--- src/rtl/bootsel_pkg.sv ---
package bootsel_pkg;
  typedef enum logic [1:0] {
    PIN_ROM       = 2'd0,
    PIN_FLASH_BM  = 2'd1,
    PIN_FLASH_SHM = 2'd2
  } pin_mode_e;

  function automatic pin_mode_e pick_mode(input logic flash, input logic bus_master);
    if (!flash)          return PIN_ROM;
    else if (bus_master) return PIN_FLASH_BM;
    else                 return PIN_FLASH_SHM;
  endfunction
endpackage

--- src/rtl/bootsel_addr_path.sv ---
module bootsel_addr_path #(
  parameter int ADDR_W = 3,
  localparam int SIZE_W = ADDR_W + 1
) (
  input  logic              clk,
  input  logic              rst,
  input  logic [ADDR_W-1:0] sa_hi,
  input  logic              ale,
  input  logic              cfg_ale_cs,
  input  logic [ADDR_W-1:0] cfg_match,
  input  logic [SIZE_W-1:0] cfg_size,
  output logic              hit
);
  logic [ADDR_W-1:0] held_addr;
  logic [ADDR_W-1:0] cmp_addr;
  logic [ADDR_W-1:0] skip;
  logic              size_ok;
  logic              addr_eq;

  // address capture for latch mode
  always_ff @(posedge clk) begin
    if (rst)      held_addr <= '0;
    else if (ale) held_addr <= sa_hi;
  end

  // a bit is skipped when the selected window is wider than its granule
  for (genvar i = 0; i < ADDR_W; i++) begin : g_skip
    assign skip[i] = |cfg_size[SIZE_W-1:i+1];
  end

  assign size_ok  = (cfg_size != '0) && ((cfg_size & (cfg_size - 1'b1)) == '0);
  assign cmp_addr = cfg_ale_cs ? sa_hi : held_addr;
  assign addr_eq  = (((cmp_addr ^ cfg_match) & ~skip) == '0);

  always_comb begin
    hit = size_ok && addr_eq;
    if (cfg_ale_cs && ale) hit = 1'b0;
  end
endmodule

--- src/rtl/bootsel_pin_mux.sv ---
module bootsel_pin_mux
  import bootsel_pkg::*;
(
  input  logic clk,
  input  logic rst,
  input  logic hit,
  input  logic memr_n,
  input  logic memw_n,
  input  logic irq12_n,
  input  logic sram_req,
  input  logic cfg_flash,
  input  logic cfg_bus_master,
  output logic boot_sel_n,
  output logic aux_pin_n
);
  pin_mode_e mode;
  logic      rd, wr;
  logic      boot_on, aux_lvl;

  assign mode = pick_mode(cfg_flash, cfg_bus_master);
  assign rd   = ~memr_n;
  assign wr   = ~memw_n;

  always_comb begin
    boot_on = 1'b0;
    aux_lvl = 1'b1;
    unique case (mode)
      PIN_ROM: begin
        boot_on = hit && rd;
        aux_lvl = irq12_n;
      end
      PIN_FLASH_BM: begin
        boot_on = hit && rd;
        aux_lvl = ~(hit && wr);
      end
      PIN_FLASH_SHM: begin
        boot_on = hit && (rd || wr);
        aux_lvl = ~(sram_req && (rd || wr));
      end
      default: begin
        boot_on = 1'b0;
        aux_lvl = 1'b1;
      end
    endcase
  end

  always_ff @(posedge clk) begin
    if (rst) begin
      boot_sel_n <= 1'b1;
      aux_pin_n  <= 1'b1;
    end else begin
      boot_sel_n <= ~boot_on;
      aux_pin_n  <= aux_lvl;
    end
  end
endmodule

--- src/rtl/bootsel_decoder.sv ---
module bootsel_decoder #(
  parameter int ADDR_W = 3,
  localparam int SIZE_W = ADDR_W + 1
) (
  input  logic              clk,
  input  logic              rst,
  input  logic [ADDR_W-1:0] sa_hi,
  input  logic              memr_n,
  input  logic              memw_n,
  input  logic              ale,
  input  logic              irq12_n,
  input  logic              sram_req,
  input  logic              cfg_ale_cs,
  input  logic [ADDR_W-1:0] cfg_match,
  input  logic [SIZE_W-1:0] cfg_size,
  input  logic              cfg_flash,
  input  logic              cfg_bus_master,
  output logic              boot_sel_n,
  output logic              aux_pin_n
);
  logic hit;

  bootsel_addr_path #(.ADDR_W(ADDR_W)) u_addr (
    .clk        (clk),
    .rst        (rst),
    .sa_hi      (sa_hi),
    .ale        (ale),
    .cfg_ale_cs (cfg_ale_cs),
    .cfg_match  (cfg_match),
    .cfg_size   (cfg_size),
    .hit        (hit)
  );

  bootsel_pin_mux u_mux (
    .clk            (clk),
    .rst            (rst),
    .hit            (hit),
    .memr_n         (memr_n),
    .memw_n         (memw_n),
    .irq12_n        (irq12_n),
    .sram_req       (sram_req),
    .cfg_flash      (cfg_flash),
    .cfg_bus_master (cfg_bus_master),
    .boot_sel_n     (boot_sel_n),
    .aux_pin_n      (aux_pin_n)
  );
endmodule

--- config.mk ---
export PLATFORM = sky130hd
export DESIGN_NAME = bootsel_decoder
export DESIGN_NICKNAME = d
export VERILOG_FILES = /design/src/rtl/bootsel_pkg.sv /design/src/rtl/bootsel_addr_path.sv /design/src/rtl/bootsel_pin_mux.sv /design/src/rtl/bootsel_decoder.sv
export SDC_FILE = /design/constraint.sdc
export NUM_CORES = 1
export LEC_CHECK = 0
export BUFFER_PORTS_ARGS = -buffer_cell sky130_fd_sc_hd__buf_2
export CAP_MARGIN = 10
export CORE_AREA = 4 4 41 43
export DETAILED_ROUTE_END_ITERATION = 7
export DIE_AREA = 0 0 45 47
export SLEW_MARGIN = 20
export SYNTH_ARGS = -nofsm -noshare
export SYNTH_HDL_FRONTEND = slang
export SYNTH_SLANG_ARGS = --single-unit
--- constraint.sdc ---
create_clock -name clk -period 0.89 [get_ports clk]
set_input_delay 0.0445 -clock clk [delete_from_list [all_inputs] [get_ports clk]]
set_output_delay 0.0445 -clock clk [all_outputs]
set_load 0.01 [all_outputs]
Word level (Yosys, flattened, before mapping):

Index checks and enable logic that the tools add are counted.

* bits of input ports: 20
* logic and storage cells: 36
* register bits after elaboration: 5
* output and inout bits: 2

* bitwise logic cells: 9
* equality and inequality tests: 2
* add/subtract/negate cells: 1
* multiplexer cells: 6
* reductions and logical operators: 15

Operator list (count)
* $logic_and 1x1->1: 7
* $not 1->1: 5
* $and 4x4->4: 1
* $logic_not 4->1: 1
* $mux 2: 2
* $reduce_bool 4->1: 1
* $reduce_or 2->1: 2
* $sub 4x1->4 const B: 1
* $and 3x3->3: 1
* $logic_not 3->1: 1
* $mux 3: 1
* $not 3->3: 1
* $pmux 1 s3: 1
* $reduce_or 3->1: 1
* $xor 3x3->3: 1
* $eq 2x1->1 const B: 1
* $eq 2x2->1 const B: 1
* $logic_not 2->1: 1
* $pmux 1 s2: 1
* $logic_or 1x1->1: 1
* $mux 1: 1

Longest topological paths before layout:

* depth after elaboration: 9
* depth in mapped cells: 5
* depth with buffers taken out: 4

Cells and area by module:

From an unflattened synthesis, not the netlist that was laid out.

* cells, all modules: 33
* area, all modules: 312.8 µm²

By module, submodules not included
* bootsel_addr_path: area an instance 220.2 µm², times used 1, sequential area each 60.1 µm², cells an instance 23
* bootsel_pin_mux: area an instance 92.6 µm², times used 1, sequential area each 40.0 µm², cells an instance 10

Worst setup path after synthesis:

OpenSTA, ideal clock, no wires.

* path type: register -> register
* start point: reg u_addr.held_addr[0]
* end point: reg u_mux.aux_pin_n
* period minus slack after synthesis: 984 ps
* stages on the path, launching flop included: 5
* data arrival time: 862 ps
* setup slack: -94 ps
* library setup time: 122 ps
* required time: 768 ps
* buffers on the path: 0
* cells stage by stage: dfxtp_1 -> mux2i_1 -> mux2i_1 -> and4_1 -> a21oi_1

* longest elaborated chain between the ends: 9

Ends and longest elaborated chain
* start, declared: RTL line bootsel_addr_path.sv:14 `logic [ADDR_W-1:0] held_addr;`
* start signal, assigned: RTL line bootsel_addr_path.sv:23 `else if (ale) held_addr <= sa_hi;`
* $mux 3: RTL line bootsel_addr_path.sv:32 `assign cmp_addr = cfg_ale_cs ? sa_hi : held_addr;`
* $xor 3x3->3: RTL line bootsel_addr_path.sv:33 `assign addr_eq = (((cmp_addr ^ cfg_match) & ~skip) == '0);`
* $and 3x3->3: RTL line bootsel_addr_path.sv:33
* $logic_not 3->1: RTL line bootsel_addr_path.sv:33
* $logic_and 1x1->1: RTL line bootsel_addr_path.sv:36 `hit = size_ok && addr_eq;`
* $mux 1: RTL line bootsel_addr_path.sv:37 `if (cfg_ale_cs && ale) hit = 1'b0;`
* $logic_and 1x1->1: RTL line bootsel_pin_mux.sv:34 `aux_lvl = ~(hit && wr);`
* $not 1->1: RTL line bootsel_pin_mux.sv:34
* $pmux 1 s3: RTL line bootsel_pin_mux.sv:27 `unique case (mode)`
* end signal, assigned: RTL line bootsel_pin_mux.sv:53 `aux_pin_n <= aux_lvl;`
* end, declared: RTL line bootsel_pin_mux.sv:14 `output logic aux_pin_n`

Every way passes these cells.
A chain may end at the register's enable or synchronous reset.

Final worst setup path:

* start point: reg u_addr.held_addr[1]
* end point: reg u_mux.aux_pin_n

Same word-level chain as after synthesis.

==> metrics <==
status=complete, but fails checks; failing checks=negative setup slack; Flop pwr share=0.355; DRC=0; final wirelength=847 um; element type at the critical path end=flip-flop; total gr overflow=0; placed cell area=554 um^2; PortBufs=21; wire per inst=9.63 um; part of the Yosys area used for sequential elements=0.259; TritonCTS Buffers=3; worst-margin pin slew=268 ps; Syn Std Cell Area=387 um^2; clock skew=2.50 ps; most frequent cells in the layout=buf_2, mux2i_1, buf_4; Worst EP arrival=1220 ps; commonest non-fill, non-tap cell in the layout=buf_2; die height=47 um; cts hold-fix bufs=0; Worst-Skew Late Latency=240 ps; worst path cell trace=mux2i_1 > mux2i_1 > and4_1 > a21oi_1; RSZ-0062 raised after global routing=true; Hold Crit Class=in2reg; Top Ports=22; Final Hold Fails=0; die area=2120 um^2; share of cells above drive strength 1=0.493; initial antenna violation count=0; Area Overhead vs Synth=50.5%; Synth Flop Type=dfxtp_1; critical setup path kind=reg2reg; Clock transition at path regs=40 ps; Starting Density=0.297; slowest stage cell, crit path=dfxtp_1; VDD IR max=0.651 mV; YS warnings=0; syn nets=62; setup TNS=-419 ps; CP Launch Type=flip-flop; largest net degree at the start of global routing=7; number of DRC markers in iteration 0=5; vias in the first global route=407; Net Switching=174 uW; Slew headroom=0.821; # setup viols final=2; cell area after layout=582 um^2; Internal=515 uW; Pwr per Cell Area=1180 nW/um^2; switching share of total power=0.252; Most common cell on crit path=mux2i_1; Synth top area share=0.259; Final Cycle Share=1.24; final worst setup slack=-211 ps; LEAKAGE=0.289 nW; Synth Instances=42; average size of a mapped cell=9.21 um^2; width of the die=45 um; TritonCTS clock tree=done; first-pass GRT wire length=1470 um; Initial DRT Pass Iterations=4; count of state elements after synthesis=5; Max Cap Viol=0; number of flops mapped to enable cells by yosys=0; Yosys top cell by area=dfxtp_1; Vias=414; CTS root buf=clkbuf_4; Worst EP required=1010 ps; CORE AREA=1300 um^2; Synth area leaders=dfxtp_1, mux2i_1, a2111oi_2; CTS max path bufs=2; Worst Path Max Fanout=2; setup bufs post-CTS=0; ANT nets after route=0; vias per cell=4.70; Nets=94; H-tree depth=1; part of the power in the clock network=0.369; Synth cell types=22; GRT Overall Usage=0.0973; final slew viol count=0; overall power=689 uW; Core Rows=13; Sink Count=5; min Tclk post-route=1100 ps; Worst Hold Slack=64.0 ps; ANT cells=0; DP HPWL=728 um; CP peak stage delay=300 ps; GPL Wtd Cong=0.651; Post-synth ARST share=0; maximum clock frequency=0.908 GHz; Logic pwr share=0.277
## sequential cells by signal (all words and copies together), names as in the netlist
name,cells
u_addr.held_addr,3
u_mux.aux_pin_n,1
u_mux.boot_sel_n,1
## cell usage after synthesis (all sizes together) (2+ instances only)
cell type	instances
nand2	2
inv	2
mux2i	9
nor4	2
nor2b	2
dfxtp	5
buf	2
nor3b	2
nor2	4
a21oi	2
## cells by family after synthesis
group           share of synthesized area
xor+xnor                           0.0227
compound gates                      0.172
mux                                 0.233
buf+inv                            0.0615
simple gates                        0.252
flops                               0.259
## worst paths after layout
path | to | slack (ps) | cells past startpoint | from
setup / recovery | u_mux.aux_pin_n$_SDFF_PP1_ | -210 | 4 | u_addr.held_addr[1]$_SDFFE_PP0P_
hold / removal | u_addr.held_addr[2]$_SDFFE_PP0P_ | 60 | 3 | sa_hi[2]
setup reg to reg | u_mux.aux_pin_n$_SDFF_PP1_ | -210 | 4 | u_addr.held_addr[1]$_SDFFE_PP0P_
hold reg to reg | u_addr.held_addr[2]$_SDFFE_PP0P_ | 480 | 2 | u_addr.held_addr[2]$_SDFFE_PP0P_
## worst max-delay path: cells and delay by family (launching register included)
family             cells  cell delay (ps)
and+or+nand+nor        1              240
AOI/OAI and AO/OA      1               70
DFF                    1              300
muxes                  2              380
## layout make-up
| type | instances | area (um^2) |
|---|---|---|
| clock buffer | 4 | 26.3 |
| tap | 15 | 18.8 |
| sequential | 5 | 101 |
| timing repair buffer | 29 | 165 |
| inverter | 2 | 7.51 |
| multi-input combinational | 33 | 263 |
| fill | 147 | 719 |
## power by group through the flow
stage / combinational, mW / clock, mW / sequential, mW
final: 0.191 / 0.254 / 0.244
after global routing: 0.214 / 0.287 / 0.246
after CTS: 0.194 / 0.269 / 0.244
after detailed placement: 0.193 / 0 / 0.247
after global placement: 0.190 / 0 / 0.248
after floorplan: 0.0937 / 0 / 0.250
## through the flow
step           setup slack (ps)   util  instances
5_1_grt                    -278  0.447         88
3_5_place_dp               -226  0.426         84
4_1_cts                    -219  0.446         88
2_1_floorplan             -94.5      -         42
6_report                   -211  0.447         88
3_3_place_gp               -208  0.426         84
## what timing repair did
item	in CTS	in global routing
endpoints found under the hold margin	0	0
setup endpoints to repair	2	2
pin swaps	0	1
gates cloned	0	0
resized for setup	0	1
## routing by layer
metal | vias to the layer above | routed length [um] | GRT usage
met3 | 0 | 77 | 0.0575
met1 | 179 | 385 | 0.0982
met4 | 0 | 0 | 0.0175
li1 | 221 | - | -
met2 | 14 | 385 | 0.175
met5 | - | 0 | 0
(Power assumes the default switching activity.)
